==> config.mk <==
export PLATFORM = sky130hd
export DESIGN_NAME = gpio_fnmux_core
export DESIGN_NICKNAME = d
export VERILOG_FILES = /design/src/rtl/gpio_fnmux_pkg.sv /design/src/rtl/gpio_fnmux_decode.sv /design/src/rtl/gpio_fnmux_fnsel.sv /design/src/rtl/gpio_fnmux_outlatch.sv /design/src/rtl/gpio_fnmux_sync.sv /design/src/rtl/gpio_fnmux_core.sv
export SDC_FILE = /design/constraint.sdc
export NUM_CORES = 1
export LEC_CHECK = 0
export BUFFER_PORTS_ARGS = -buffer_cell sky130_fd_sc_hd__buf_2
export CAP_MARGIN = 40
export CORE_ASPECT_RATIO = 0.6
export CORE_UTILIZATION = 51
export DETAILED_ROUTE_END_ITERATION = 8
export GPL_ROUTABILITY_DRIVEN = 1
export GPL_TIMING_DRIVEN = 0
export HOLD_SLACK_MARGIN = 0.03
export PLACE_DENSITY = 0.82
export SETUP_SLACK_MARGIN = 0.2
export SLEW_MARGIN = 20
export SYNTH_ARGS = -nofsm -noshare
export SYNTH_HDL_FRONTEND = slang
export SYNTH_SLANG_ARGS = --single-unit
==> constraint.sdc <==
create_clock -name clk -period 3.6 [get_ports clk]
set_clock_uncertainty 0.2 [all_clocks]
set_input_delay 0.18 -clock clk [delete_from_list [all_inputs] [get_ports clk]]
set_output_delay 0.18 -clock clk [all_outputs]
set_load 0.02 [all_outputs]
==> src/rtl/gpio_fnmux_pkg.sv <==
`timescale 1ns/1ps
// Package: shared codes and types for the GPIO function-select core.
// Assumes a 3-bit function field and at most 16 words per register group.
package gpio_fnmux_pkg;

    localparam int FN_W  = 3;
    localparam int IDX_W = 4;

    // Function field codes; the order of the alternates is not sequential.
    typedef enum logic [FN_W-1:0] {
        FN_IN   = 3'd0,
        FN_OUT  = 3'd1,
        FN_ALT5 = 3'd2,
        FN_ALT4 = 3'd3,
        FN_ALT0 = 3'd4,
        FN_ALT1 = 3'd5,
        FN_ALT2 = 3'd6,
        FN_ALT3 = 3'd7
    } fn_code_e;

    localparam logic [FN_W-1:0] ALT_NONE = 3'd7;

    typedef enum logic [2:0] {
        RK_NONE = 3'd0,
        RK_SEL  = 3'd1,
        RK_SET  = 3'd2,
        RK_CLR  = 3'd3,
        RK_LEV  = 3'd4
    } reg_kind_e;

    typedef struct packed {
        reg_kind_e        kind;
        logic [IDX_W-1:0] idx;
    } reg_hit_t;

    // Map a function code to the index the external mux expects.
    function automatic logic [FN_W-1:0] alt_of(input logic [FN_W-1:0] code);
        case (code)
            FN_ALT0: alt_of = 3'd0;
            FN_ALT1: alt_of = 3'd1;
            FN_ALT2: alt_of = 3'd2;
            FN_ALT3: alt_of = 3'd3;
            FN_ALT4: alt_of = 3'd4;
            FN_ALT5: alt_of = 3'd5;
            default: alt_of = ALT_NONE;
        endcase
    endfunction

endpackage

==> src/rtl/gpio_fnmux_decode.sv <==
`timescale 1ns/1ps
// Module: address decoder. Turns a byte address into a register group and a
// word index within it. Assumes word-aligned accesses (low two bits ignored)
// and groups that do not overlap.
module gpio_fnmux_decode
    import gpio_fnmux_pkg::*;
#(
    parameter int ADDR_W    = 8,
    parameter int SEL_WORDS = 6,
    parameter int BANKS     = 2,
    parameter int SEL_BASE  = 'h00,
    parameter int SET_BASE  = 'h1C,
    parameter int CLR_BASE  = 'h28,
    parameter int LEV_BASE  = 'h34
) (
    input  logic [ADDR_W-1:0] addr,
    output reg_hit_t          hit
);
    localparam int SEL_W0 = SEL_BASE / 4;
    localparam int SET_W0 = SET_BASE / 4;
    localparam int CLR_W0 = CLR_BASE / 4;
    localparam int LEV_W0 = LEV_BASE / 4;

    int   wi;
    logic unused_lsb;

    assign wi         = int'(addr[ADDR_W-1:2]);
    assign unused_lsb = ^addr[1:0];

    // Purpose: find which register group and word the address falls in.
    always_comb begin
        hit.kind = RK_NONE;
        hit.idx  = '0;
        if (wi >= SEL_W0 && wi < SEL_W0 + SEL_WORDS) begin
            hit.kind = RK_SEL;
            hit.idx  = IDX_W'(wi - SEL_W0);
        end else if (wi >= SET_W0 && wi < SET_W0 + BANKS) begin
            hit.kind = RK_SET;
            hit.idx  = IDX_W'(wi - SET_W0);
        end else if (wi >= CLR_W0 && wi < CLR_W0 + BANKS) begin
            hit.kind = RK_CLR;
            hit.idx  = IDX_W'(wi - CLR_W0);
        end else if (wi >= LEV_W0 && wi < LEV_W0 + BANKS) begin
            hit.kind = RK_LEV;
            hit.idx  = IDX_W'(wi - LEV_W0);
        end
    end

endmodule

==> src/rtl/gpio_fnmux_fnsel.sv <==
`timescale 1ns/1ps
// Module: per-pin function fields. Registers the field together with the
// decoded output enable and alternate index. All three come from the same
// next-state value, so they move on one edge and carry no decode hazard.
// Assumes PER_WORD*FN_W <= DATA_W.
module gpio_fnmux_fnsel
    import gpio_fnmux_pkg::*;
#(
    parameter int NUM_PINS = 54,
    parameter int PER_WORD = 10,
    parameter int DATA_W   = 32
) (
    input  logic                     clk,
    input  logic                     rst_n,
    input  logic                     wr_en,
    input  logic [IDX_W-1:0]         wr_idx,
    input  logic [DATA_W-1:0]        wdata,
    output logic [NUM_PINS*FN_W-1:0] fn_flat,
    output logic [NUM_PINS-1:0]      oe,
    output logic [NUM_PINS*FN_W-1:0] alt_flat
);
    logic unused_wd;
    assign unused_wd = ^wdata;

    for (genvar p = 0; p < NUM_PINS; p++) begin : g_pin
        localparam int WI = p / PER_WORD;
        localparam int SH = (p % PER_WORD) * FN_W;

        logic            hit;
        logic [FN_W-1:0] fn_d, fn_q, alt_q;
        logic            oe_q;

        assign hit  = wr_en && (wr_idx == IDX_W'(WI));
        assign fn_d = hit ? wdata[SH +: FN_W] : fn_q;

        // Purpose: hold the field and its registered decodes for this pin.
        always_ff @(posedge clk) begin
            if (!rst_n) begin
                fn_q  <= FN_IN;
                oe_q  <= 1'b0;
                alt_q <= ALT_NONE;
            end else begin
                fn_q  <= fn_d;
                oe_q  <= (fn_d == FN_OUT);
                alt_q <= alt_of(fn_d);
            end
        end

        assign fn_flat[p*FN_W +: FN_W]  = fn_q;
        assign alt_flat[p*FN_W +: FN_W] = alt_q;
        assign oe[p]                    = oe_q;
    end

endmodule

==> src/rtl/gpio_fnmux_outlatch.sv <==
`timescale 1ns/1ps
// Module: output latch with write-one-to-set and write-one-to-clear words.
// Pin p is bit p mod DATA_W of bank p / DATA_W. Assumes that one write
// cycle addresses either the set group or the clear group, not both.
module gpio_fnmux_outlatch
    import gpio_fnmux_pkg::*;
#(
    parameter int NUM_PINS = 54,
    parameter int DATA_W   = 32
) (
    input  logic                clk,
    input  logic                rst_n,
    input  logic                set_en,
    input  logic                clr_en,
    input  logic [IDX_W-1:0]    idx,
    input  logic [DATA_W-1:0]   wdata,
    output logic [NUM_PINS-1:0] latch
);
    logic unused_wd;
    assign unused_wd = ^wdata;

    for (genvar p = 0; p < NUM_PINS; p++) begin : g_pin
        localparam int BK = p / DATA_W;
        localparam int BT = p % DATA_W;

        logic sel, q;
        assign sel = (idx == IDX_W'(BK)) && wdata[BT];

        // Purpose: set or clear this pin's latch bit on a matching one bit.
        always_ff @(posedge clk) begin
            if (!rst_n)
                q <= 1'b0;
            else if (set_en && sel)
                q <= 1'b1;
            else if (clr_en && sel)
                q <= 1'b0;
        end

        assign latch[p] = q;
    end

endmodule

==> src/rtl/gpio_fnmux_sync.sv <==
`timescale 1ns/1ps
// Module: multi-flop synchronizer for the asynchronous pin inputs.
// Assumes each pin is independent, with no cross-pin coherence.
module gpio_fnmux_sync #(
    parameter int NUM_PINS = 54,
    parameter int STAGES   = 2
) (
    input  logic                clk,
    input  logic                rst_n,
    input  logic [NUM_PINS-1:0] d,
    output logic [NUM_PINS-1:0] q
);
    logic [NUM_PINS-1:0] stage_q [STAGES];

    // Purpose: shift the pin levels through the synchronizer chain.
    always_ff @(posedge clk) begin
        if (!rst_n) begin
            for (int s = 0; s < STAGES; s++) stage_q[s] <= '0;
        end else begin
            stage_q[0] <= d;
            for (int s = 1; s < STAGES; s++) stage_q[s] <= stage_q[s-1];
        end
    end

    assign q = stage_q[STAGES-1];

endmodule

==> src/rtl/gpio_fnmux_core.sv <==
`timescale 1ns/1ps
// Module: top of the GPIO function-select and output core.
// Decodes the register bus, steers writes to the field store or the latch,
// and returns registered read data one cycle after a read strobe.
// Assumes at most one access per cycle, and word-aligned addresses.
module gpio_fnmux_core
    import gpio_fnmux_pkg::*;
#(
    parameter int NUM_PINS = 54,
    parameter int PER_WORD = 10,
    parameter int DATA_W   = 32,
    parameter int ADDR_W   = 8,
    parameter int SYNC_STG = 2,
    parameter int SEL_BASE = 'h00,
    parameter int SET_BASE = 'h1C,
    parameter int CLR_BASE = 'h28,
    parameter int LEV_BASE = 'h34
) (
    input  logic                     clk,
    input  logic                     rst_n,
    input  logic                     bus_wr,
    input  logic                     bus_rd,
    input  logic [ADDR_W-1:0]        bus_addr,
    input  logic [DATA_W-1:0]        bus_wdata,
    output logic [DATA_W-1:0]        bus_rdata,
    input  logic [NUM_PINS-1:0]      pad_in,
    output logic [NUM_PINS-1:0]      pad_oe,
    output logic [NUM_PINS-1:0]      pad_out,
    output logic [NUM_PINS*FN_W-1:0] alt_sel
);
    localparam int SEL_WORDS = (NUM_PINS + PER_WORD - 1) / PER_WORD;
    localparam int BANKS     = (NUM_PINS + DATA_W - 1) / DATA_W;
    localparam int SEL_SPAN  = PER_WORD * FN_W;
    localparam int SEL_BITS  = SEL_WORDS * SEL_SPAN;
    localparam int LEV_BITS  = BANKS * DATA_W;

    reg_hit_t                 hit;
    logic                     sel_wr, set_wr, clr_wr;
    logic [NUM_PINS*FN_W-1:0] fn_flat;
    logic [SEL_BITS-1:0]      fn_pad;
    logic [NUM_PINS-1:0]      lev_sync;
    logic [LEV_BITS-1:0]      lev_pad;
    logic [DATA_W-1:0]        rd_next, rdata_q;

    gpio_fnmux_decode #(
        .ADDR_W(ADDR_W), .SEL_WORDS(SEL_WORDS), .BANKS(BANKS),
        .SEL_BASE(SEL_BASE), .SET_BASE(SET_BASE),
        .CLR_BASE(CLR_BASE), .LEV_BASE(LEV_BASE)
    ) u_dec (
        .addr (bus_addr),
        .hit  (hit)
    );

    assign sel_wr = bus_wr && (hit.kind == RK_SEL);
    assign set_wr = bus_wr && (hit.kind == RK_SET);
    assign clr_wr = bus_wr && (hit.kind == RK_CLR);

    gpio_fnmux_fnsel #(
        .NUM_PINS(NUM_PINS), .PER_WORD(PER_WORD), .DATA_W(DATA_W)
    ) u_fn (
        .clk      (clk),
        .rst_n    (rst_n),
        .wr_en    (sel_wr),
        .wr_idx   (hit.idx),
        .wdata    (bus_wdata),
        .fn_flat  (fn_flat),
        .oe       (pad_oe),
        .alt_flat (alt_sel)
    );

    gpio_fnmux_outlatch #(
        .NUM_PINS(NUM_PINS), .DATA_W(DATA_W)
    ) u_lat (
        .clk    (clk),
        .rst_n  (rst_n),
        .set_en (set_wr),
        .clr_en (clr_wr),
        .idx    (hit.idx),
        .wdata  (bus_wdata),
        .latch  (pad_out)
    );

    gpio_fnmux_sync #(
        .NUM_PINS(NUM_PINS), .STAGES(SYNC_STG)
    ) u_sync (
        .clk   (clk),
        .rst_n (rst_n),
        .d     (pad_in),
        .q     (lev_sync)
    );

    assign fn_pad  = SEL_BITS'(fn_flat);
    assign lev_pad = LEV_BITS'(lev_sync);

    // Purpose: choose the word a read returns; everything unmapped is zero.
    always_comb begin
        rd_next = '0;
        case (hit.kind)
            RK_SEL: begin
                for (int w = 0; w < SEL_WORDS; w++)
                    if (hit.idx == IDX_W'(w))
                        rd_next = DATA_W'(fn_pad[w*SEL_SPAN +: SEL_SPAN]);
            end
            RK_LEV: begin
                for (int b = 0; b < BANKS; b++)
                    if (hit.idx == IDX_W'(b))
                        rd_next = lev_pad[b*DATA_W +: DATA_W];
            end
            default: rd_next = '0;
        endcase
    end

    // Purpose: register read data on a read strobe and hold it otherwise.
    always_ff @(posedge clk) begin
        if (!rst_n)
            rdata_q <= '0;
        else if (bus_rd)
            rdata_q <= rd_next;
    end

    assign bus_rdata = rdata_q;

endmodule

# == After elaboration in Yosys (flattened, before gate mapping) ==
# Memory sizes are Yosys's and may differ from the RTL's.
# Index checks and enable logic that the tools add are counted.
# classes
reduce_logical,230
n_eq_ne,387
add_sub_neg,3
order_cmp,8
bitwise,2
n_mux,233
# ops
operator,n
$pmux W3 S6,54
$eq A3 B3 Y1 const B,217
$eq A3 B2 Y1 const B,110
$mux W32,7
$logic_and A1 B1 Y1,175
$eq A3 B1 Y1 const B,55
$mux W3,54
$mux W1,110
$mux W54,2
$reduce_bool A2 Y1,54
$pmux W32 S2,1
$mux W30,1
$mux W7,4
$lt A6 B4 Y1 const B,3
$ge A6 B4 Y1 const B,2
$eq A4 B2 Y1 const B,2
$eq A4 B3 Y1 const B,2
$sub A4 B4 Y4 const B,2
$ge A6 B1 Y1 const B,1
$ge A6 B3 Y1 const B,1
$lt A6 B3 Y1 const B,1
$eq A4 B1 Y1 const B,1
$logic_not A4 Y1,1
$sub A4 B3 Y4 const B,1
$or A1 B1 Y1,2
# word_totals
in_bits,98
mem_bits_rw,108
register_bits,464
mem_count,1
word_cells,1081
# mem_list
name,depth,word_bits,read_ports,rd_ports_with_merged_regs,wr,line,text
u_sync.stage_q,2,54,2,0,2,gpio_fnmux_sync.sv:13,logic [NUM_PINS-1:0] stage_q [STAGES];

# == Logic depth before layout (Yosys ltp) ==
# Gate-level depths: netlist of the first run.
# logic_depth
depth_word,14
mapped_depth,15

# == Modules after synthesis ==
# From an unflattened synthesis of the first run, not the netlist that was laid out.
# hier_totals
hier_cells,2787
area_unflattened_um2,25289.3
# modules_own_cells
mod,cells_per_inst,area_each_um2,n_inst,seq_area_each_um2
gpio_fnmux_fnsel,1844,16012.9,1,7567.3
gpio_fnmux_sync,281,3316.9,1,2162.1
gpio_fnmux_core,370,3066.7,1,640.6
gpio_fnmux_outlatch,244,2527.4,1,1081.0
gpio_fnmux_decode,48,365.4,1,0.0

# == Worst setup path after synthesis of the first run ==
# Ideal clock, no wire load.
# synth_timing
path_type,input port to flip-flop
startpoint,input bus_addr[3]
endpoint,register u_fn.g_pin[5].alt_q[0]
path_slack_ns,0.168
t_arrival_ns,3.098
stages,13
required_ns,3.266
path_buffers,3
path_cell_list,buf_4 inv_1 ha_1 nand2b_1 and4_1 o41ai_4 o211ai_1 or3_1 buf_2 buf_4 mux2i_1 ha_1 or4_1
# synth_between
elab_chain_cells,12
word_cells_on_any_way,31
# synth_lines
element,line,text
from (decl),gpio_fnmux_core.sv:23,"input logic [ADDR_W-1:0] bus_addr,"
$ge A6 B4 Y1 / $lt A6 B4 Y1 (equally long branches),gpio_fnmux_decode.sv:43,end else if (wi >= LEV_W0 && wi < LEV_W0 + BANKS) begin
$logic_and A1 B1 Y1,gpio_fnmux_decode.sv:43,
$mux W7,gpio_fnmux_decode.sv:43,
$mux W7,gpio_fnmux_decode.sv:40,end else if (wi >= CLR_W0 && wi < CLR_W0 + BANKS) begin
$mux W7,gpio_fnmux_decode.sv:37,end else if (wi >= SET_W0 && wi < SET_W0 + BANKS) begin
$mux W7 (*),gpio_fnmux_decode.sv:34,if (wi >= SEL_W0 && wi < SEL_W0 + SEL_WORDS) begin
$eq A3 B1 Y1,gpio_fnmux_core.sv:54,assign sel_wr = bus_wr && (hit.kind == RK_SEL);
$logic_and A1 B1 Y1,gpio_fnmux_core.sv:54,
$logic_and A1 B1 Y1 (*),gpio_fnmux_fnsel.sv:33,assign hit = wr_en && (wr_idx == IDX_W'(WI));
$mux W3 (*),gpio_fnmux_fnsel.sv:34,assign fn_d = hit ? wdata[SH +: FN_W] : fn_q;
$eq A3 B2 Y1 / $eq A3 B3 Y1 (equally long branches),gpio_fnmux_pkg.sv:38,case (code)
$pmux W3 S6 (*),gpio_fnmux_pkg.sv:38,
to (signal assigned),gpio_fnmux_fnsel.sv:45,alt_q <= alt_of(fn_d);
to (decl),gpio_fnmux_fnsel.sv:30,"logic [FN_W-1:0] fn_d, fn_q, alt_q;"
# Every way passes the cells marked *; elsewhere a longest branch is shown, timed or not.
# A chain may end at the register's enable or synchronous reset.

# == Worst setup path in the final report of the first run ==
# layout_timing
startpoint,input bus_addr[3]
endpoint,"register rdata_q[27], in the netlist bus_rdata[27]"
# layout_between
elab_chain_cells,14
word_cells_on_any_way,36
# layout_lines
element,line,text
$ge A6 B4 Y1 / $lt A6 B4 Y1 (equally long branches),gpio_fnmux_decode.sv:43,
$logic_and A1 B1 Y1,gpio_fnmux_decode.sv:43,
$mux W7,gpio_fnmux_decode.sv:43,
$mux W7,gpio_fnmux_decode.sv:40,
$mux W7,gpio_fnmux_decode.sv:37,
$mux W7 (*),gpio_fnmux_decode.sv:34,
$logic_not A4 Y1,"gpio_fnmux_core.sv:101, gpio_fnmux_core.sv:106",
$mux W30,gpio_fnmux_core.sv:101,if (hit.idx == IDX_W'(w))
$mux W32 (5 in a row),gpio_fnmux_core.sv:101,
$pmux W32 S2 (*),gpio_fnmux_core.sv:98,case (hit.kind)
to (signal assigned),gpio_fnmux_core.sv:118,rdata_q <= rd_next;
to (decl),gpio_fnmux_core.sv:43,"logic [DATA_W-1:0] rd_next, rdata_q;"
# Marks and branches as above.

==> impl_metrics.toml, run 1 <==
[worst_setup_path]
crit_fanout = 10
critPathKind = "in2reg"
arrival_ns = 3.59
r2r_start = "u_fn.g_pin[19].fn_q[0]$_SDFF_PN0_"
worst-endpoint-required_ns = 3.83
start_kind = "input port"
timing.rr.end = "bus_rdata[27]$_SDFFE_PN0P_"
reg2reg_depth = 4
r2r_setup_slack_ns = 1.87
end_kind = "flip-flop"

[power_and_ir_drop]
switching_share = 0.2610
pwr-share-comb = 0.089
p_total_w = 0.01332
seqPwrFrac = 0.485
power.leakage_nw = 12.25
power.density_mw_per_mm2 = 444.0
power_frac_clock = 0.426
power_switching_w = 0.003477
internal_power_w = 0.009847
irDropWorstVdd_mv = 0.3229

[timing]
hold_viol_final = 0
fmax_mhz = 297.5
drv_slew = 0
post-route-period-util = 0.9338
worstMarginPinSlew_ns = 1.008
maxSlewHeadroom = 0.3258
layout_setup_ws_ns = 0.2382
fin_crit_ns = 3.362
setup_violations = 0
rsz0062_at_grt = "true"
setup-tns-final_ns = 0

[cts]
root_buffer = "clkbuf_16"
clk_path_buf_depth = 3
clk_latency_ns = 0.60
numCtsBuffers = 50
htree_levels = 2
clk_pin_slew_ns = 0.07
cts_sinks = 572
cts_tree = "done"

[drt]
drc_errors = 0
drt_iter0_drc = 3746
first_pass_iters = 6
avgViaCountPerCell = 6.138
wl_per_cell_um = 27.04
drt-total-wl_um = 105600
drtAntennaViolNets = 0
vias = 23964

[placement]
place_hpwl_um = 79550
pre_cts_ws_ns = -0.6897
port-buffer-count = 390
gp_congestion = 1.044

[synthesis]
syn_nets = 2777
async_flop_share = 0
synthCells = 2667
avgSynthCellArea_um2 = 9.058
synth-main-ff-cell = "dfxtp_1"
ys_ff_latch = 572
syn_area_mm2 = 0.02416
synth_seq_area_share = 0.4740
synth_edf_count = 0
synth.distinct_cells = 84
synth_warnings = 0

[min_path]
whs_path_depth = 5
whs_endpoint = "u_fn.g_pin[27].alt_q[0]$_SDFF_PN1_"
hold_path_class = "in2reg"
hold_start = "bus_wdata[22]"

[die]
dieArea_mm2 = 0.04827
start_util = 0.5197
io_pins = 400
die_x_um = 283.0
rows = 61
coreArea_mm2 = 0.04648
die_h_um = 170.6

[final_layout]
final_layout_size_suffix_gt1_frac = 0.2393
fin_util = 0.6456
final_nets = 3345
syn2layout_area_growth_pct = 24.22

[global_route]
first_global_vias = 22124
grt_pass1_wl_um = 147500
grt_usage = 0.4181
grt_max_degree = 18
grt.overflow.total = 0
antenna_found_initial = 2

[run_status]
status = "completed"

[run]
max_cap_violations = 0
[what timing repair did]
item                                    in CTS  in global routing
endpoints found under the setup margin      85                139
endpoints found under the hold margin      188                  0
hold buffers                                87                  0
gates resized for setup                     20                 28
pin swaps                                    1                  3
buffers inserted                             2                  5
[cells in the mapped netlist, types with 8 or more instances]
library cell,count,share of area
buf_4,120,0.037
and2_1,127,0.033
nor3_1,49,0.010
nand2b_1,63,0.016
clkbuf_1,130,0.020
o211ai_1,88,0.027
nor2b_1,33,0.0085
mux2i_1,113,0.047
xnor2_1,11,0.0040
a211oi_1,40,0.012
xor2_1,40,0.015
a311oi_1,11,0.0040
a21o_1,12,0.0037
a31oi_1,25,0.0065
o32a_1,9,0.0037
a2111oi_0,8,0.0029
or3_1,16,0.0041
ha_1,12,0.0062
o21ai_0,82,0.017
nand3b_1,17,0.0053
buf_2,61,0.013
nand4_1,8,0.0021
nand3_1,72,0.015
o221ai_1,8,0.0029
o21ai_1,12,0.0025
o311ai_0,11,0.0040
mux2_2,25,0.012
nand2_1,380,0.059
nor2_1,141,0.022
inv_1,55,0.0085
a21oi_1,131,0.027
dfxtp_1,572,0.47
a32o_1,48,0.020
o32ai_1,8,0.0029
a221oi_1,16,0.0058
[logic make-up after synthesis]
kind of cell    count (synthesis)  share of synthesized area
simple gates                  954                     0.1921
flops                         572                     0.4740
compound gates                560                     0.1641
buf+inv                       373                    0.08007
mux                           145                    0.06500
xor+xnor                       51                    0.01849
fa+ha+maj                      12                   0.006215
[flip-flops by register name, summed over array words and instances, names as in the netlist]
signal and count:
bus_rdata 32, u_fn.g_pin.alt_q 162, u_fn.g_pin.fn_q 162, u_fn.g_pin.oe_q 54
u_lat.g_pin.q 54, u_sync.stage_q 108
[area by class of cell]
type,count,area [um2]
Sequential cell,572,11450
Timing Repair Buffer,516,3212
Buffer,317,1768
Clock inverter,27,299.0
Tap cell,630,788.3
Inverter,56,216.5
Clock buffer,62,1388
Fill cell,3769,16470
Antenna cell,2,5.005
Multi-Input combinational cell,1722,10880
[how the worst max path moves through the flow]
stage / slack, ns / startpoint / endpoint
floorplan: 0.21 / bus_addr[4] / u_fn.g_pin[5].alt_q[0]$_SDFF_PN1_
global placement: -1.08 / bus_addr[3] / u_fn.g_pin[41].alt_q[0]$_SDFF_PN1_
detailed placement: -0.69 / bus_addr[3] / u_fn.g_pin[31].alt_q[0]$_SDFF_PN1_
CTS: 0.11 / bus_addr[3] / u_fn.g_pin[41].alt_q[0]$_SDFF_PN1_
global route: 0.17 / bus_addr[3] / bus_rdata[3]$_SDFFE_PN0P_
finish: 0.24 / bus_addr[3] / bus_rdata[27]$_SDFFE_PN0P_
[layout by cell type (no fill, tap or decap), drive strengths merged, types with 11 or more instances in the layout]
master,n
a21oi,131
xor2,40
nand3b,17
and2,128
mux2i,113
o211ai,89
xnor2,11
a31oi,25
a21o,12
nor2,144
inv,63
nor3,54
a211oi,43
dlygate4sd3,87
a32o,48
a221oi,17
o21ai,94
buf,608
ha,12
a311oi,11
nand2,383
nand3,73
nor2b,33
dfxtp,572
mux2,25
o311ai,11
nand2b,63
clkinv,11
or3,16
clkbuf,200
[power groups by stage]
stage	Sequential (W)	Combinational (W)	Clock, W
finish	0.00647	0.00118	0.00568
global route	0.00647	0.00120	0.00591
detailed placement	0.00661	0.00100	0
CTS	0.00646	0.00109	0.00563
global placement	0.00660	0.000975	0
floorplan	0.00663	0.000482	0
[layer usage]
layer	track usage	routed length, um	up-vias
met3	0.1301	15190	270
met1	0.5713	42690	11505
li1	-	-	10303
met4	0.1701	4350	2
met2	0.6103	43320	1884
met5	0	13	-
[worst max-delay path, stage by stage]
cell and delay (ns):
buf_2 0.13, buf_6 0.16, clkinvlp_4 0.14, ha_1 0.20
nand2b_1 0.20, and4_4 0.22, o41ai_4 0.43, buf_4 0.39
clkbuf_4 0.41, mux2i_1 0.32, o32ai_1 0.16, a2111oi_0 0.56
a311oi_1 0.10
[through the flow]
stage          cells  cell area (um2)  hold slack, ns
5_1_grt         3903            30010         0.05904
2_1_floorplan   2667            24160          0.1058
4_1_cts         3886            29770         0.03473
3_5_place_dp    3708            27130          0.1898
3_3_place_gp    3687            26900          0.1870
6_report        3904            30010         0.06782
No activity file was read; power rests on OpenSTA's default activity.
==> inputs of run 2 (changes only) <==
==> constraint.sdc (replaced) <==
create_clock -name clk -period 3.6 [get_ports clk]
set_clock_uncertainty 0.2 [all_clocks]
set_input_delay 0.54 -clock clk [delete_from_list [all_inputs] [get_ports clk]]
set_output_delay 0.54 -clock clk [all_outputs]
set_load 0.02 [all_outputs]
==> impl_metrics.toml, run 2 (same netlist as run 1, synthesis figures left out) <==
[timing]
rsz0062_at_grt = "true"
setup_violations = 0
post-route-period-util = 0.9373
whs_ns = 0.08617
drv_slew = 0
fmax_mhz = 296.4
setup-tns-final_ns = 0
worstMarginPinSlew_ns = 0.9392
maxSlewHeadroom = 0.3739
fin_crit_ns = 3.374
hold_viol_final = 0

[global_route]
grt_usage = 0.4435
grt_max_degree = 18
antenna_found_initial = 3
first_global_vias = 22084
grt.overflow.total = 0
grt_pass1_wl_um = 154600

[final_layout]
fin_cells = 3899
final_nets = 3334
reg_top3 = "u_fn.g_pin.alt_q (162), u_fn.g_pin.fn_q (162), u_sync.stage_q (108)"
layout_common_cells = "572 x dfxtp_1, 438 x buf_2, 378 x nand2_1"
nFillCells = 3653
syn2layout_area_growth_pct = 25.33
mostFrequentLayoutCell = "dfxtp_1"
register_area_mm2 = 0.01145
multiInputGateArea_mm2 = 0.01098
final_layout_size_suffix_gt1_frac = 0.2536

[worst_setup_path]
start_kind = "input port"
cp_common_cell = "o211ai_1"
critPathMaxStageDelay_ns = 0.44
worst-endpoint-required_ns = 3.76
crit_fanout = 10
r2r_setup_slack_ns = 1.89
crit_buf_inv = 5
end_kind = "flip-flop"
critPathTopFamily = "buffers and inverters"
critPathSlowestCell = "buf_2"
arrival_ns = 3.54
path_cells = "buf_2 -> buf_6 -> inv_4 -> ha_1 -> and3b_1 -> o211ai_1 -> o211a_2 -> o211ai_1 -> clkbuf_4 -> nor3_4 -> buf_2 -> o211ai_1"
critPathKind = "in2reg"

[power_and_ir_drop]
power.density_mw_per_mm2 = 453.8
power.leakage_nw = 12.39
irDropWorstVdd_mv = 0.3492
seqPwrFrac = 0.471
switching_share = 0.2554
pwr-share-comb = 0.089
power_switching_w = 0.003509
power_frac_clock = 0.441
internal_power_w = 0.01023

[placement]
dp_cells = 3711
gp_congestion = 1.021
place_hpwl_um = 86050
port-buffer-count = 390

[run]
max_cap_violations = 0

[drt]
vias = 24322
drtAntennaViolNets = 0
drt-total-wl_um = 111100
drt_iter0_drc = 3451
drc_errors = 0
first_pass_iters = 6
avgViaCountPerCell = 6.238
wl_per_cell_um = 28.50

[cts]
htree_levels = 2
clk_latency_ns = 0.59
root_buffer = "clkbuf_16"
cts_tree = "done"
numCtsBuffers = 51
clk_pin_slew_ns = 0.07
clk_path_buf_depth = 3
cts_sinks = 572

[die]
io_pins = 400
coreArea_mm2 = 0.04648
die_x_um = 283.0
die_h_um = 170.6
dieArea_mm2 = 0.04827
start_util = 0.5197
rows = 61

[min_path]
hold_path_class = "in2reg"

[run_status]
status = "completed"
## run 2: what timing repair did
item / 4_1_cts / 5_1_grt
hold buffers: 55 / 0
buffers inserted: 5 / 20
hold endpoints to repair: 55 / 0
gates resized for setup: 35 / 59
pin swaps: 3 / 10
endpoints found under the setup margin: 265 / 217
cloned: 0 / 0
## run 2: power by group through the flow
stage / Sequential [W] / Clock (W) / Combinational, W
final: 0.00647 / 0.00605 / 0.00122
after global routing: 0.00647 / 0.00629 / 0.00123
after CTS: 0.00646 / 0.00602 / 0.00111
after detailed placement: 0.00661 / 0 / 0.00105
after global placement: 0.00661 / 0 / 0.00100
after floorplan: 0.00663 / 0 / 0.000492
## run 2: metrics by stage
step | power [W] | utilization | cell area [um2] | setup WS, ns
after floorplan | 0.007120 | - | 24250 | 0.2332
after global placement | 0.007610 | 0.5807 | 26990 | -0.9168
after detailed placement | 0.007657 | 0.5863 | 27250 | -0.9830
after CTS | 0.01360 | 0.6411 | 29800 | 0.09993
after global routing | 0.01399 | 0.6512 | 30270 | 0.1627
final | 0.01374 | 0.6514 | 30280 | 0.2257
## run 2: area by class of cell
class | instances | share of cell area
clock buffer | 68 | 0.04798
multi-input combinational | 1722 | 0.3627
buffer | 316 | 0.06145
tap | 630 | 0.02604
sequential | 572 | 0.3782
inverter | 56 | 0.007191
timing repair buffer | 505 | 0.1036
antenna | 4 | 0.0003306
clock inverter | 26 | 0.01252
## run 2: final timing paths
path                                   endpoint  cells past startpoint                               from
max          u_fn.g_pin[15].alt_q[1]$_SDFF_PN1_                     12                        bus_addr[3]
min reg2reg    u_sync.stage_q[0][81]$_SDFF_PN0_                      1   u_sync.stage_q[0][27]$_SDFF_PN0_
max reg2reg  u_fn.g_pin[20].alt_q[0]$_SDFF_PN1_                      4  u_fn.g_pin[20].fn_q[1]$_SDFF_PN0_
min            u_sync.stage_q[0][32]$_SDFF_PN0_                      2                         pad_in[32]
## run 2: layer usage
layer  track usage  vias up  part of all wire
li1              -    10316                 -
met1        0.6320    11802              0.42
met2        0.6306     1907              0.40
met3        0.1211      297              0.13
met4        0.1737        0             0.042
met5             0        -                 0
